$ cat config.mk
export PLATFORM = sky130hd
export DESIGN_NAME = hybrid_bp
export DESIGN_NICKNAME = d
export VERILOG_FILES = /design/src/rtl/hbp_pkg.sv /design/src/rtl/hbp_hash.sv /design/src/rtl/hbp_ctr_table.sv /design/src/rtl/hybrid_bp.sv
export SDC_FILE = /design/constraint.sdc
export NUM_CORES = 1
export LEC_CHECK = 0
export ABC_AREA = 0
export BUFFER_PORTS_ARGS = -buffer_cell sky130_fd_sc_hd__buf_2
export CORE_MARGIN = 1.5
export CORE_UTILIZATION = 50
export CTS_CLUSTER_DIAMETER = 200
export CTS_CLUSTER_SIZE = 30
export DETAILED_ROUTE_END_ITERATION = 10
export PLACE_DENSITY = 0.66
export SETUP_SLACK_MARGIN = 0.15
export SYNTH_ARGS = -nofsm -noshare
export SYNTH_HDL_FRONTEND = slang
export SYNTH_HIERARCHICAL = 1
export SYNTH_SLANG_ARGS = --single-unit
$ cat constraint.sdc
create_clock -name clk_i -period 4.4 [get_ports clk_i]
set_input_delay 0.44 -clock clk_i [delete_from_list [all_inputs] [get_ports clk_i]]
set_output_delay 0.44 -clock clk_i [all_outputs]
set_load 0.02 [all_outputs]
$ cat src/rtl/hbp_pkg.sv
package hbp_pkg;
  typedef logic [1:0] ctr_t;

  localparam ctr_t CTR_WEAK_LO = 2'b01;

  localparam int KIND_BIM = 0;
  localparam int KIND_GSH = 1;
  localparam int KIND_SKW = 2;
  localparam int N_COMP   = 3;

  function automatic ctr_t ctr_step(ctr_t c, logic up);
    if (up) return (c == 2'b11) ? c : c + 2'b01;
    else    return (c == 2'b00) ? c : c - 2'b01;
  endfunction
endpackage

$ cat src/rtl/hbp_hash.sv
module hbp_hash #(
  parameter int PC_W  = 32,
  parameter int IDX_W = 6,
  parameter int KIND  = 0
) (
  input  logic [PC_W-1:0]  pc_i,
  input  logic [IDX_W-1:0] hist_i,
  output logic [IDX_W-1:0] idx_o
);
  logic [IDX_W-1:0] pc_lo;
  assign pc_lo = pc_i[IDX_W-1:0];

  generate
    if (KIND == hbp_pkg::KIND_BIM) begin : g_bim
      assign idx_o = pc_lo;
    end else if (KIND == hbp_pkg::KIND_GSH) begin : g_gsh
      assign idx_o = pc_lo ^ hist_i;
    end else begin : g_skw
      logic [IDX_W-1:0] hist_rev;
      for (genvar i = 0; i < IDX_W; i++) begin : g_rev
        assign hist_rev[i] = hist_i[IDX_W-1-i];
      end
      assign idx_o = {pc_lo[IDX_W-2:0], pc_lo[IDX_W-1]} ^ hist_rev;
    end
  endgenerate
endmodule

$ cat src/rtl/hbp_ctr_table.sv
module hbp_ctr_table
  import hbp_pkg::*;
#(
  parameter int   IDX_W   = 6,
  parameter ctr_t RST_VAL = CTR_WEAK_LO
) (
  input  logic             clk_i,
  input  logic             rst_ni,
  input  logic [IDX_W-1:0] rd_idx_i,
  output ctr_t             rd_ctr_o,
  input  logic [IDX_W-1:0] up_idx_i,
  output ctr_t             up_ctr_o,
  input  logic             wr_en_i,
  input  logic             wr_dir_i
);
  localparam int DEPTH = 1 << IDX_W;

  ctr_t tbl_q [DEPTH];

  assign rd_ctr_o = tbl_q[rd_idx_i];
  assign up_ctr_o = tbl_q[up_idx_i];

  always_ff @(posedge clk_i or negedge rst_ni) begin
    if (!rst_ni) begin
      for (int i = 0; i < DEPTH; i++) tbl_q[i] <= RST_VAL;
    end else if (wr_en_i) begin
      tbl_q[up_idx_i] <= ctr_step(up_ctr_o, wr_dir_i);
    end
  end


  sat_hi_chk: assert property (@(posedge clk_i) disable iff (!rst_ni)
    (wr_en_i && wr_dir_i && up_ctr_o == 2'b11) |=> tbl_q[$past(up_idx_i)] == 2'b11);

  sat_lo_chk: assert property (@(posedge clk_i) disable iff (!rst_ni)
    (wr_en_i && !wr_dir_i && up_ctr_o == 2'b00) |=> tbl_q[$past(up_idx_i)] == 2'b00);

  hold_when_idle_chk: assert property (@(posedge clk_i) disable iff (!rst_ni)
    !wr_en_i |=> tbl_q[$past(up_idx_i)] == $past(up_ctr_o));
endmodule

$ cat src/rtl/hybrid_bp.sv
module hybrid_bp
  import hbp_pkg::*;
#(
  parameter int PC_W  = 32,
  parameter int IDX_W = 6
) (
  input  logic             clk_i,
  input  logic             rst_ni,
  input  logic             mode_vote_i,
  input  logic [PC_W-1:0]  pred_pc_i,
  output logic             pred_bim_o,
  output logic             pred_gsh_o,
  output logic             pred_skw_o,
  output logic             pred_use_gsh_o,
  output logic             pred_taken_o,
  output logic [IDX_W-1:0] pred_hist_o,
  input  logic             upd_valid_i,
  input  logic [PC_W-1:0]  upd_pc_i,
  input  logic [IDX_W-1:0] upd_hist_i,
  input  logic             upd_taken_i
);
  localparam int HIST_W = IDX_W;

  logic [HIST_W-1:0] ghr_q;
  logic [N_COMP-1:0][IDX_W-1:0] p_idx, u_idx;
  logic [N_COMP-1:0][1:0]       p_ctr, u_ctr;
  logic [N_COMP-1:0]            p_dir, u_dir;
  ctr_t cho_p_ctr, cho_u_ctr;
  logic cho_wr_en, cho_wr_dir;

  generate
    for (genvar c = 0; c < N_COMP; c++) begin : g_comp
      hbp_hash #(.PC_W(PC_W), .IDX_W(IDX_W), .KIND(c)) u_hash_p (
        .pc_i(pred_pc_i), .hist_i(ghr_q), .idx_o(p_idx[c]));
      hbp_hash #(.PC_W(PC_W), .IDX_W(IDX_W), .KIND(c)) u_hash_u (
        .pc_i(upd_pc_i), .hist_i(upd_hist_i), .idx_o(u_idx[c]));
      hbp_ctr_table #(.IDX_W(IDX_W), .RST_VAL(CTR_WEAK_LO)) u_tbl (
        .clk_i(clk_i), .rst_ni(rst_ni),
        .rd_idx_i(p_idx[c]), .rd_ctr_o(p_ctr[c]),
        .up_idx_i(u_idx[c]), .up_ctr_o(u_ctr[c]),
        .wr_en_i(upd_valid_i), .wr_dir_i(upd_taken_i));
      assign p_dir[c] = p_ctr[c][1];
      assign u_dir[c] = u_ctr[c][1];
    end
  endgenerate

  // selector shares the bimodal index
  hbp_ctr_table #(.IDX_W(IDX_W), .RST_VAL(CTR_WEAK_LO)) u_chooser (
    .clk_i(clk_i), .rst_ni(rst_ni),
    .rd_idx_i(p_idx[KIND_BIM]), .rd_ctr_o(cho_p_ctr),
    .up_idx_i(u_idx[KIND_BIM]), .up_ctr_o(cho_u_ctr),
    .wr_en_i(cho_wr_en), .wr_dir_i(cho_wr_dir));

  assign cho_wr_en  = upd_valid_i && (u_dir[KIND_BIM] != u_dir[KIND_GSH]);
  assign cho_wr_dir = (u_dir[KIND_GSH] == upd_taken_i);

  always_ff @(posedge clk_i or negedge rst_ni) begin
    if (!rst_ni)          ghr_q <= '0;
    else if (upd_valid_i) ghr_q <= {ghr_q[HIST_W-2:0], upd_taken_i};
  end

  logic vote;
  assign vote = (p_dir[0] & p_dir[1]) | (p_dir[0] & p_dir[2]) | (p_dir[1] & p_dir[2]);

  assign pred_bim_o     = p_dir[KIND_BIM];
  assign pred_gsh_o     = p_dir[KIND_GSH];
  assign pred_skw_o     = p_dir[KIND_SKW];
  assign pred_use_gsh_o = cho_p_ctr[1];
  assign pred_hist_o    = ghr_q;

  always_comb begin
    if (mode_vote_i)         pred_taken_o = vote;
    else if (pred_use_gsh_o) pred_taken_o = pred_gsh_o;
    else                     pred_taken_o = pred_bim_o;
  end


  agree_final_chk: assert property (@(posedge clk_i) disable iff (!rst_ni)
    (pred_bim_o == pred_gsh_o) |-> pred_taken_o == pred_bim_o);

  hist_shift_chk: assert property (@(posedge clk_i) disable iff (!rst_ni)
    upd_valid_i |=> pred_hist_o[0] == $past(upd_taken_i));

  hist_hold_chk: assert property (@(posedge clk_i) disable iff (!rst_ni)
    !upd_valid_i |=> $stable(pred_hist_o));
endmodule

Word level (Yosys, flattened, before mapping)
Index checks and enable logic that the tools add are counted.
Storage, ports and cells
  logic and storage cells: 355
  bits in registers: 518
  output and inout bits: 11
  bits of input ports: 75
Cells by class
  bitwise operators: 15
  add/subtract/negate cells: 8
  muxes and demuxes: 52
  equality and inequality tests: 6
  order comparisons: 9
  reduce and logical (&&, ||, !) cells: 8
Operator list (number)
  $bwmux W128: 4
  $bmux W2 S6: 8
  $mux W2: 35
  $ge A7 B7 Y1 const B: 6
  $not A6 Y7: 6
  $demux W2 S6: 3
  $xor A6 B6 Y6: 4
  $lt A7 B1 Y1 const B: 3
  $add A2 B1 Y2 const B: 4
  $eq A2 B2 Y1 const B: 4
  $logic_not A2 Y1: 4
  $sub A2 B1 Y2 const B: 4
  $logic_and A1 B1 Y1: 4
  $and A1 B1 Y1: 3
  $mux W1: 2
  $or A1 B1 Y1: 2
  $eq A1 B1 Y1: 1
  $ne A1 B1 Y1: 1

Depth between registers and ports, before layout
  depth after elaboration: 10
  depth in mapped cells: 18
  depth with buffers taken out: 14

By module
The synthesis kept the hierarchy.
By module, submodules not included
  hbp_ctr_table (g_comp[0].u_tbl ...): cells an instance 692, area each 7083.0 um^2, instances 3
  hbp_ctr_table (u_chooser): cells an instance 677, area each 7315.8 um^2, instances 1
  hybrid_bp: cells an instance 20, area each 281.5 um^2, instances 1
  hbp_hash (g_comp[1].u_hash_p ...): cells an instance 6, area each 52.6 um^2, instances 4
  hbp_hash (g_comp[0].u_hash_p ...): cells an instance 6, area each 45.0 um^2, instances 2

Worst setup path before layout
Ideal clock, no wire load.
  kind: register -> output
  start point: register ghr_q[0], in the netlist pred_hist_o[0]
  end point: output pred_taken_o
  arrival: 3.577 ns
  buffers on the path: 2
  slack: 0.383 ns
  cell stages (with the launch flop): 9
  required time: 3.960 ns
  cells stage by stage: dfrtp_1 xor2_1 clkbuf_1 buf_1 mux4_2 mux4_2 mux4_2 o21bai_1 a211o_1
RTL lines
  start, declared: line hybrid_bp.sv:24  | logic [HIST_W-1:0] ghr_q;
  start signal, assigned: line hybrid_bp.sv:59  | else if (upd_valid_i) ghr_q <= {ghr_q[HIST_W-2:0], upd_taken_i};
  end, declared: line hybrid_bp.sv:15  | output logic pred_taken_o,

==> metrics.md <==
| Metric | Value |
|---|---|
| Die span in x | 236 um |
| Vias per inst | 6.11 |
| Synth warn | 6 |
| Slew @ Worst Pin | 1.19 ns |
| Mapped Nets | 2798 |
| Hold Crit Depth | 2 |
| Max-Cap Viols | 0 |
| Post-synthesis cell area | 27200 um2 |
| Nets | 2787 |
| Slew HR | 20.2% |
| WL/cell | 21.9 um |
| Worst VDD drop | 0.000393 V |
| Fin. Hold Viols | 0 |
| Final Critical Period | 4.36 ns |
| Syn Area/Cell | 10.0 um2 |
| Critical path cell sequence | xor2_4 > buf_6 > buf_12 > mux4_2 > mux4_2 > mux4_2 > and3b_1 > a211o_1 > buf_6 |
| Final Cycle Share | 99.1% |
| DP Wirelength | 50.1 mm |
| Comb power frac | 22.9% |
| Critical Path Fanout Max | 8 |
| Initial antenna violation count | 2 |
| Site Rows | 85 |
| Total GRT Usage | 27.1% |
| Multi-input logic area | 13100 um2 |
| Leak | 11.3 nW |
| CTS tree | done |
| Final Setup Violations | 0 |
| H-tree levels | 1 |
| Critical path's slowest cell | mux4_2 |
| ANT cells | 0 |
| Worst-path clk slew | 0.12 ns |
| Max stage delay on crit path | 0.57 ns |
| Pwr/cell area | 379 nW/um2 |
| Final Skew | 0.0387 ns |
| I/O pins | 86 |
| Die height | 236 um |
| I/O Buffers | 33 |
| Cell depth of the worst setup path | 9 |
| Clock share of power | 22.4% |
| Fmax | 229 MHz |
| Area grow syn2layout | 7.21% |
| WP data required | 3.96 ns |
| Dpl cells | 3379 |
| Routed WL | 74.9 mm |
| Fill cells | 4699 |
| Pin count of the biggest net entering global routing | 109 |
| DRC | 0 |
| Clock Path Buffers | 3 |
| Worst R2R Path Depth | 14 |
| Vias in the first global route | 20778 |
| Buf/Inv on CP | 3 |
| RSZ-0062 raised after global routing | yes |
| CP top delay family | multiplexers |
| Total grt overflow | 0 |
| First-pass iteration count of the detailed router | 5 |
| Slew Limit Fails | 0 |
| Power, Total | 11.1 mW |
| Share of layout cells above drive strength 1 | 25.0% |
| Reg area | 13300 um2 |
| Gpl congestion | 0.893 |
| Cell Count, Final, Fillers Out | 3422 |
| Setup TNS Final | 0 ns |
| Sw frac | 31.4% |
| WS Path Type | reg2out |
| Num CTS Buffers | 21 |
| Syn Inst Count | 2723 |
| Root Buffer | clkbuf_16 |
| Worst Hold Class | in2reg |
| Detailed-route via count | 20906 |
| Outcome | complete, no violations |
| CP most frequent cell | mux4_2 |
| Antenna viol nets, final | 0 |
| DRT iter0 DRCs | 2401 |
| Die Area | 55900 um2 |
| Cell Int Power | 7.60 mW |
| First-pass GRT wire length | 120 mm |
| Clock Latency Late Sink | 0.58 ns |
| Startpoint types | flop |
| Reg power frac | 54.8% |
| Core Region | 53800 um2 |
| Clock sink count | 518 |
| Switch Pwr | 3.47 mW |
| Critical path endpoint category | output port |
| Critical path arrival | 3.92 ns |
| Starting Density | 50.6% |
==> registers in the layout (all words and copies together), names as in the netlist <==
register	flops
pred_hist_o	6
g_comp.u_tbl/tbl_q	384
u_chooser/tbl_q	128
==> power groups by stage <==
stage	Combinational (mW)	Sequential [mW]	Clock (mW)
final	2.53	6.06	2.47
after global placement	2.43	6.09	0
after floorplan	1.74	6.00	0
after detailed placement	2.51	6.13	0
after global routing	2.78	6.14	2.69
after CTS	2.54	6.05	2.53
==> metal layers <==
metal  routed length, um  share of wire [%]  track usage [%]  vias up
met5                   0                  0                0        -
met4                2550                3.4             9.60        0
met3                5010                6.7             3.21      146
met2               35100                 47             42.7      772
met1               32300                 43             39.0    10410
li1                    -                  -                -     9578
==> worst register-to-register path, cell delays in order, from the launching register on <==
cell and delay, ns:
dfrtp_1 0.44, mux4_2 0.47, mux2_2 0.28, nand2_1 0.14, o211ai_1 0.16, nor4_4 0.40, inv_1 0.17, xor2_1 0.14
and2_1 0.21, nand2_1 0.13, nor3_1 0.28, buf_4 0.23, nand2_1 0.12, nand2_1 0.12, o21ai_0 0.08
==> placed cells by master (no fill, tap or decap), drive strengths merged, types with 12 or more instances in the layout <==
master,n
nor2,42
xor2,25
mux2i,100
dfstp,256
nor3b,25
mux2,28
dfrtp,262
nor4b,13
a22oi,35
nand2,835
o21ai,528
nand2b,27
inv,20
mux4,130
clkbuf,36
nor3,13
o22ai,30
o41ai,12
nand3,31
buf,154
==> layout make-up <==
type / count / share of cell area [%]
Clock inverter: 1 / 0.103
Inverter: 20 / 0.257
Timing Repair Buffer: 155 / 4.51
Sequential cell: 518 / 45.5
Multi-Input combinational cell: 1996 / 44.7
Tap cell: 696 / 2.98
Clock buffer: 36 / 1.99
==> worst paths after layout <==
kind	slack [ns]	startpoint	end
max	0.04	pred_hist_o[0]$_DFFE_PN0P_	pred_taken_o
min	0.39	upd_taken_i	pred_hist_o[0]$_DFFE_PN0P_
max reg2reg	0.95	g_comp[1].u_tbl/tbl_q[93]$_DFFE_PN0P_	u_chooser/tbl_q[39]$_DFFE_PN0P_
min reg2reg	0.47	g_comp[1].u_tbl/tbl_q[14]$_DFFE_PN1P_	g_comp[1].u_tbl/tbl_q[14]$_DFFE_PN1P_
max in group asynchronous	2.74	rst_ni	g_comp[0].u_tbl/tbl_q[59]$_DFFE_PN0P_
min in group asynchronous	0.50	rst_ni	g_comp[2].u_tbl/tbl_q[15]$_DFFE_PN0P_
==> per-stage QoR <==
step	cell area [um2]	util, %	hold slack, ns	worst slack [ns]
after global routing	29200	54.3	0.337	-0.00246
after detailed placement	28500	53.0	0.454	0.323
after global placement	28500	53.0	0.449	0.368
final	29200	54.3	0.385	0.0397
after CTS	29200	54.3	0.339	0.0687
after floorplan	27200	-	0.144	0.702
==> repair_timing <==
action                     4_1_cts  5_1_grt
hold endpoints to repair        55        0
hold buffers                     1        0
setup endpoints to repair        1        1
gates resized for setup          6        0
buffers inserted                 4        0
pin swaps                        3        0
cloned                           1        0
Power figures use the tool's default switching activity.
